==> config.mk <==
export PLATFORM = sky130hd
export DESIGN_NAME = intc_auto_mask
export DESIGN_NICKNAME = d
export VERILOG_FILES = /design/src/rtl/intc_pkg.sv /design/src/rtl/ic_line_regs.sv /design/src/rtl/ic_prio_pick.sv /design/src/rtl/ic_cpu_port.sv /design/src/rtl/intc_auto_mask.sv
export SDC_FILE = /design/constraint.sdc
export NUM_CORES = 1
export LEC_CHECK = 0
export ABC_AREA = 1
export CAP_MARGIN = 20
export CORE_ASPECT_RATIO = 1.4
export CORE_UTILIZATION = 33
export DETAILED_ROUTE_END_ITERATION = 7
export DONT_BUFFER_PORTS = 1
export PLACE_DENSITY_LB_ADDON = 0.25
export SKIP_LAST_GASP = 1
export SLEW_MARGIN = 25
export SYNTH_ARGS = -nofsm -noshare
export SYNTH_HDL_FRONTEND = slang
export SYNTH_HIERARCHICAL = 1
export SYNTH_SLANG_ARGS = --single-unit
==> constraint.sdc <==
create_clock -name clk -period 3.1 [get_ports clk]
set_input_delay 0.155 -clock clk [delete_from_list [all_inputs] [get_ports clk]]
set_output_delay 0.155 -clock clk [all_outputs]
set_load 0.02 [all_outputs]
==> src/rtl/intc_pkg.sv <==
package intc_pkg;
    typedef enum logic {
        PORT_IDLE = 1'b0,
        PORT_RESP = 1'b1
    } port_state_e;

    localparam int OP_MASK_SET   = 0;
    localparam int OP_MASK_CLR   = 1;
    localparam int OP_TRIG_SET   = 2;
    localparam int OP_TRIG_CLR   = 3;
    localparam int OP_ROUTE_BASE = 4;
endpackage

==> src/rtl/ic_line_regs.sv <==
module ic_line_regs
    import intc_pkg::*;
#(
    parameter int NUM_LINES = 16,
    parameter int NUM_CPUS  = 2,
    parameter int OP_W      = 3
) (
    input  logic                                clk,
    input  logic                                rst_n,
    input  logic                                wr_valid,
    input  logic [OP_W-1:0]                     wr_op,
    input  logic [NUM_LINES-1:0]                wr_data,
    input  logic [NUM_LINES-1:0]                deliver,
    output logic [NUM_LINES-1:0]                mask_q,
    output logic [NUM_LINES-1:0]                trig_q,
    output logic [NUM_CPUS-1:0][NUM_LINES-1:0]  route_q
);
    logic [NUM_LINES-1:0]               mask_d, trig_d;
    logic [NUM_CPUS-1:0][NUM_LINES-1:0] route_d;

    always_comb begin
        mask_d  = mask_q;
        trig_d  = trig_q;
        route_d = route_q;
        if (wr_valid) begin
            if (wr_op == OP_W'(OP_MASK_SET)) mask_d = mask_q | wr_data;
            if (wr_op == OP_W'(OP_MASK_CLR)) mask_d = mask_q & ~wr_data;
            if (wr_op == OP_W'(OP_TRIG_SET)) trig_d = trig_q | wr_data;
            if (wr_op == OP_W'(OP_TRIG_CLR)) trig_d = trig_q & ~wr_data;
            for (int c = 0; c < NUM_CPUS; c++) begin
                if (wr_op == OP_W'(OP_ROUTE_BASE + c)) route_d[c] = wr_data;
            end
        end
        // delivery overrides any mask clear in the same cycle
        mask_d = mask_d | deliver;
    end

    always_ff @(posedge clk) begin
        if (!rst_n) begin
            mask_q  <= '1;
            trig_q  <= '0;
            for (int c = 0; c < NUM_CPUS; c++) begin
                route_q[c] <= (c == 0) ? {NUM_LINES{1'b1}} : {NUM_LINES{1'b0}};
            end
        end else begin
            mask_q  <= mask_d;
            trig_q  <= trig_d;
            route_q <= route_d;
        end
    end
endmodule

==> src/rtl/ic_prio_pick.sv <==
module ic_prio_pick #(
    parameter int NUM_LINES = 16,
    parameter int IDX_W     = 4
) (
    input  logic [NUM_LINES-1:0] cand,
    output logic                 found,
    output logic [IDX_W-1:0]     idx,
    output logic [NUM_LINES-1:0] onehot
);
    always_comb begin
        found = 1'b0;
        idx   = '0;
        // scan downward so the lowest set bit is the last one written
        for (int i = NUM_LINES - 1; i >= 0; i--) begin
            if (cand[i]) begin
                found = 1'b1;
                idx   = IDX_W'(i);
            end
        end
        onehot = found ? (NUM_LINES'(1) << idx) : '0;
    end
endmodule

==> src/rtl/ic_cpu_port.sv <==
module ic_cpu_port
    import intc_pkg::*;
#(
    parameter int LINES_PER_DIE = 8,
    parameter int IDX_W         = 4,
    parameter int DIE_W         = 1,
    parameter int NUM_W         = 3,
    parameter int EV_W          = 5
) (
    input  logic             clk,
    input  logic             rst_n,
    input  logic             rd_req,
    input  logic             found,
    input  logic [IDX_W-1:0] idx,
    output logic             rd_ack,
    output logic [EV_W-1:0]  rd_event
);
    port_state_e state_q, state_d;
    logic [EV_W-1:0] word_d, word_q;
    logic [DIE_W-1:0] die_f;
    logic [NUM_W-1:0] num_f;

    always_comb begin
        die_f  = DIE_W'(int'(idx) / LINES_PER_DIE);
        num_f  = NUM_W'(int'(idx) % LINES_PER_DIE);
        word_d = found ? {1'b1, die_f, num_f} : '0;
    end

    always_comb begin
        state_d = state_q;
        unique case (state_q)
            PORT_IDLE: state_d = rd_req ? PORT_RESP : PORT_IDLE;   // ISSUE
            PORT_RESP: state_d = rd_req ? PORT_RESP : PORT_IDLE;   // CHAIN / RETIRE
            default:   state_d = PORT_IDLE;
        endcase
    end

    always_ff @(posedge clk) begin
        if (!rst_n) state_q <= PORT_IDLE;
        else        state_q <= state_d;
    end

    always_ff @(posedge clk) begin
        if (!rst_n)      word_q <= '0;
        else if (rd_req) word_q <= word_d;
    end

    assign rd_ack   = (state_q == PORT_RESP);
    assign rd_event = word_q;
endmodule

==> src/rtl/intc_auto_mask.sv <==
module intc_auto_mask
    import intc_pkg::*;
#(
    parameter int NUM_DIES      = 2,
    parameter int LINES_PER_DIE = 8,
    parameter int NUM_CPUS      = 2,
    localparam int NUM_LINES    = NUM_DIES * LINES_PER_DIE,
    localparam int DIE_W        = (NUM_DIES > 1) ? $clog2(NUM_DIES) : 1,
    localparam int NUM_W        = (LINES_PER_DIE > 1) ? $clog2(LINES_PER_DIE) : 1,
    localparam int EV_W         = 1 + DIE_W + NUM_W,
    localparam int IDX_W        = (NUM_LINES > 1) ? $clog2(NUM_LINES) : 1,
    localparam int OP_W         = $clog2(OP_ROUTE_BASE + NUM_CPUS)
) (
    input  logic                     clk,
    input  logic                     rst_n,
    input  logic [NUM_LINES-1:0]     irq_lines,
    input  logic                     wr_valid,
    input  logic [OP_W-1:0]          wr_op,
    input  logic [NUM_LINES-1:0]     wr_data,
    input  logic [NUM_CPUS-1:0]      rd_req,
    output logic [NUM_CPUS-1:0]      rd_ack,
    output logic [NUM_CPUS*EV_W-1:0] rd_event,
    output logic [NUM_CPUS-1:0]      irq_out
);
    logic [NUM_LINES-1:0]               mask_q, trig_q, live;
    logic [NUM_CPUS-1:0][NUM_LINES-1:0] route_q;
    logic [NUM_CPUS:0][NUM_LINES-1:0]   taken;
    logic [NUM_CPUS-1:0]                cpu_live, irq_q;

    ic_line_regs #(.NUM_LINES(NUM_LINES), .NUM_CPUS(NUM_CPUS), .OP_W(OP_W)) u_regs (
        .clk(clk), .rst_n(rst_n), .wr_valid(wr_valid), .wr_op(wr_op),
        .wr_data(wr_data), .deliver(taken[NUM_CPUS]),
        .mask_q(mask_q), .trig_q(trig_q), .route_q(route_q)
    );

    assign live     = (irq_lines | trig_q) & ~mask_q;
    assign taken[0] = '0;

    for (genvar c = 0; c < NUM_CPUS; c++) begin : g_cpu
        logic [NUM_LINES-1:0] cand, oh;
        logic                 found;
        logic [IDX_W-1:0]     idx;

        // lines already claimed by a lower CPU this cycle are hidden
        assign cand        = live & route_q[c] & ~taken[c];
        assign cpu_live[c] = |(live & route_q[c]);

        ic_prio_pick #(.NUM_LINES(NUM_LINES), .IDX_W(IDX_W)) u_pick (
            .cand(cand), .found(found), .idx(idx), .onehot(oh)
        );

        assign taken[c+1] = taken[c] | (rd_req[c] ? oh : {NUM_LINES{1'b0}});

        ic_cpu_port #(
            .LINES_PER_DIE(LINES_PER_DIE), .IDX_W(IDX_W), .DIE_W(DIE_W),
            .NUM_W(NUM_W), .EV_W(EV_W)
        ) u_port (
            .clk(clk), .rst_n(rst_n), .rd_req(rd_req[c]), .found(found), .idx(idx),
            .rd_ack(rd_ack[c]), .rd_event(rd_event[c*EV_W +: EV_W])
        );
    end

    always_ff @(posedge clk) begin
        if (!rst_n) irq_q <= '0;
        else        irq_q <= cpu_live;
    end

    assign irq_out = irq_q;
endmodule

==> metrics <==
worst vdd ir=0.291 mV; CTS tree=built; clk sinks=78; Worst-Margin Slew=0.637 ns; largest net degree at the start of global routing=49; Starting DRT DRC Count=230; fin crit share=1.09; RSZ-0062 raised after global routing=yes; share of cells above drive strength 1=0.205; pwr dens=377 mW/mm²; Setup crit end kind=flop; IO Pins=54; CP Launch Type=flop; Worst-path clk slew=0.06 ns; global-route wire length before repair=25,200 µm; worst r2r path cells=31; Hold WC Path Type=in2reg; area grow syn2layout=33.4%; Skew-Pair Late Insertion Delay=0.34 ns; crit-path max FO=4; nets=990; CTS Buffer Depth=2; relative slew slack=0.574; failing checks=negative setup slack; DP Worst Slack=-0.362 ns; # diodes=0; Initial Utilization=0.341; worst setup margin=-0.266 ns; final hold vios=0; DRC=0; CP arrival=3.65 ns; final worst path period need=3.37 ns; die area=0.0156 mm²; ys async rst share=0; EDFF count, synth=0; top cell type's share of synthesized area=0.314; Yosys reg bits=78; post-detail-place hpwl=10,900 µm; critical path class=reg2reg; register area share after synthesis=0.314; status=complete, but fails checks; H-tree levels=3; total gr overflow=0; Metal-1 WL=6890 µm; RePlAce Congestion=0.945; slowest cell on the critical path=dfxtp_2; DR WL met3=705 µm; most common cell in the netlist=nand2_1; cell mode on critical path=nand3_1; Post-synth top cells=nand2_1, inv_1, nor2_1; routed vias=5,393; Hold Path End=u_regs/route_q[17]; initial antenna violation count=0; final worst clock skew=0.00539 ns; area leader, netlist=dfxtp_1; max cap viols=0; Worst EP required=3.39 ns; post-synth cell types=23; IO Port Bufs=0; Hold Path Depth=4; # fillers=1,586; highest routing layer actually used=met4; total track usage=0.210; met2 WL=7760 µm; top cells by area, synth=dfxtp_1, nand2_1, inv_1, nor2_1, nand3_1; vias in the first global route=5,035; Clock Root Buffer=clkbuf_16; drt pass-1 iters=5; reg2reg end=u_regs/mask_q[13]; Fin Setup TNS=-3.21 ns; CTS Buf Count=9; Post-DRT Antenna Nets=0; reg2reg setup slack=-0.27 ns; Worst path top cell family by delay=simple AND/OR/NAND/NOR gates; Die Width=106 µm; Mean Syn Cell Area=5.90 µm²; Lkg Pwr=3.55 nW; Core ar.=0.0146 mm²; final WL=15,900 µm; FP Rows=52; WL per Instance=13.9 µm; Fmax=0.297 GHz; Syn Inst Count=842; cell area after synthesis=0.00497 mm²; CP bufs+invs=5; Final Max Slew Viols=0; Post-Syn Nets=882; crit-path max cell delay=0.32 ns; Setup violations, final=17; hold_sp=wr_data[1]; yosys warns=6; Main synth FF type=dfxtp_1; vias per cell=4.71; Die Ht=147 µm
[cell usage in the layout, fill, tap and decap left out, types with 2 or more instances in the layout]
cell and count:
a21oi_4 2, nand2_4 6, dlygate4sd3_1 49, nand3_1 86, inv_1 152, clkinv_2 2, buf_6 6, dfxtp_2 4
a21oi_1 17, nand2_2 16, inv_2 15, nor2_2 18, dfxtp_1 74, nor2_4 4, a22o_1 16, nand2_1 230
a21oi_2 9, nand4_1 8, nor3_2 2, nor2_1 123, nor4_1 2, clkbuf_16 9, nand3_2 25, buf_4 70
[report_power, final]
group / internal [W] / switching (W) / total (W)
combinational: 0.000151 / 0.000190 / 0.000340
clock: 0.000648 / 0.000453 / 0.00110
sequential: 0.00103 / 0.0000217 / 0.00106
total: 0.00183 / 0.000665 / 0.00250
[worst register-to-register path, delay by kind of cell (launching register included)]
kind,cells,cell delay [ns]
AND/OR/NAND/NOR,24,2.32
AO/OA/AOI/OAI,2,0.26
buffers and inverters,5,0.43
flip-flops,1,0.32
[how the worst max path moves through the flow]
stage	from	to	slack [ns]	depth (start not counted)
after detailed placement	flop	u_regs/mask_q[5]	-0.36	31
after floorplan	flop	u_regs/mask_q[1]	0.22	32
after global placement	flop	u_regs/mask_q[5]	-0.34	31
final	flop	u_regs/mask_q[13]	-0.27	31
after CTS	flop	u_regs/mask_q[11]	-0.25	31
after global routing	u_regs/mask_q[8]	u_regs/mask_q[11]	-0.55	23
[area by class of cell]
cell class / instances / area, µm² / area share
clock buffer: 11 / 243 / 0.0366
clock inverter: 5 / 57.6 / 0.00868
tap: 189 / 236 / 0.0357
inverter: 167 / 627 / 0.0945
sequential: 78 / 1570 / 0.236
multi-input combinational: 569 / 2820 / 0.425
timing repair buffer: 125 / 1080 / 0.163
[metal layers]
layer | global-route usage | vias up
li1 | - | 2764
met1 | 0.259 | 2451
met2 | 0.359 | 152
met3 | 0.0355 | 26
met4 | 0.0861 | 0
met5 | 0 | -
[through the flow]
step,hold WS [ns],cell area (µm²),util,std cells,power [W]
floorplan,0.248,4970,-,842,0.00128
global placement,0.252,5550,0.381,1069,0.00134
detailed placement,0.256,5550,0.381,1069,0.00134
CTS,0.0150,6490,0.445,1140,0.00251
global route,0.0231,6630,0.455,1144,0.00261
finish,0.0218,6630,0.455,1144,0.00250
[cell families after synthesis]
family / share of synthesized area
AND/OR/NAND/NOR: 0.469
buffers and inverters: 0.156
flip-flops: 0.314
AO/OA/AOI/OAI: 0.0609
[timing repair]
item / in CTS / in global routing
pin swaps: 42 / 44
endpoints found under the hold margin: 62 / 0
setup endpoints to repair: 16 / 20
buffers inserted: 6 / 4
resized for setup: 32 / 31
hold buffers: 49 / 0
Power figures use the tool's default switching activity.
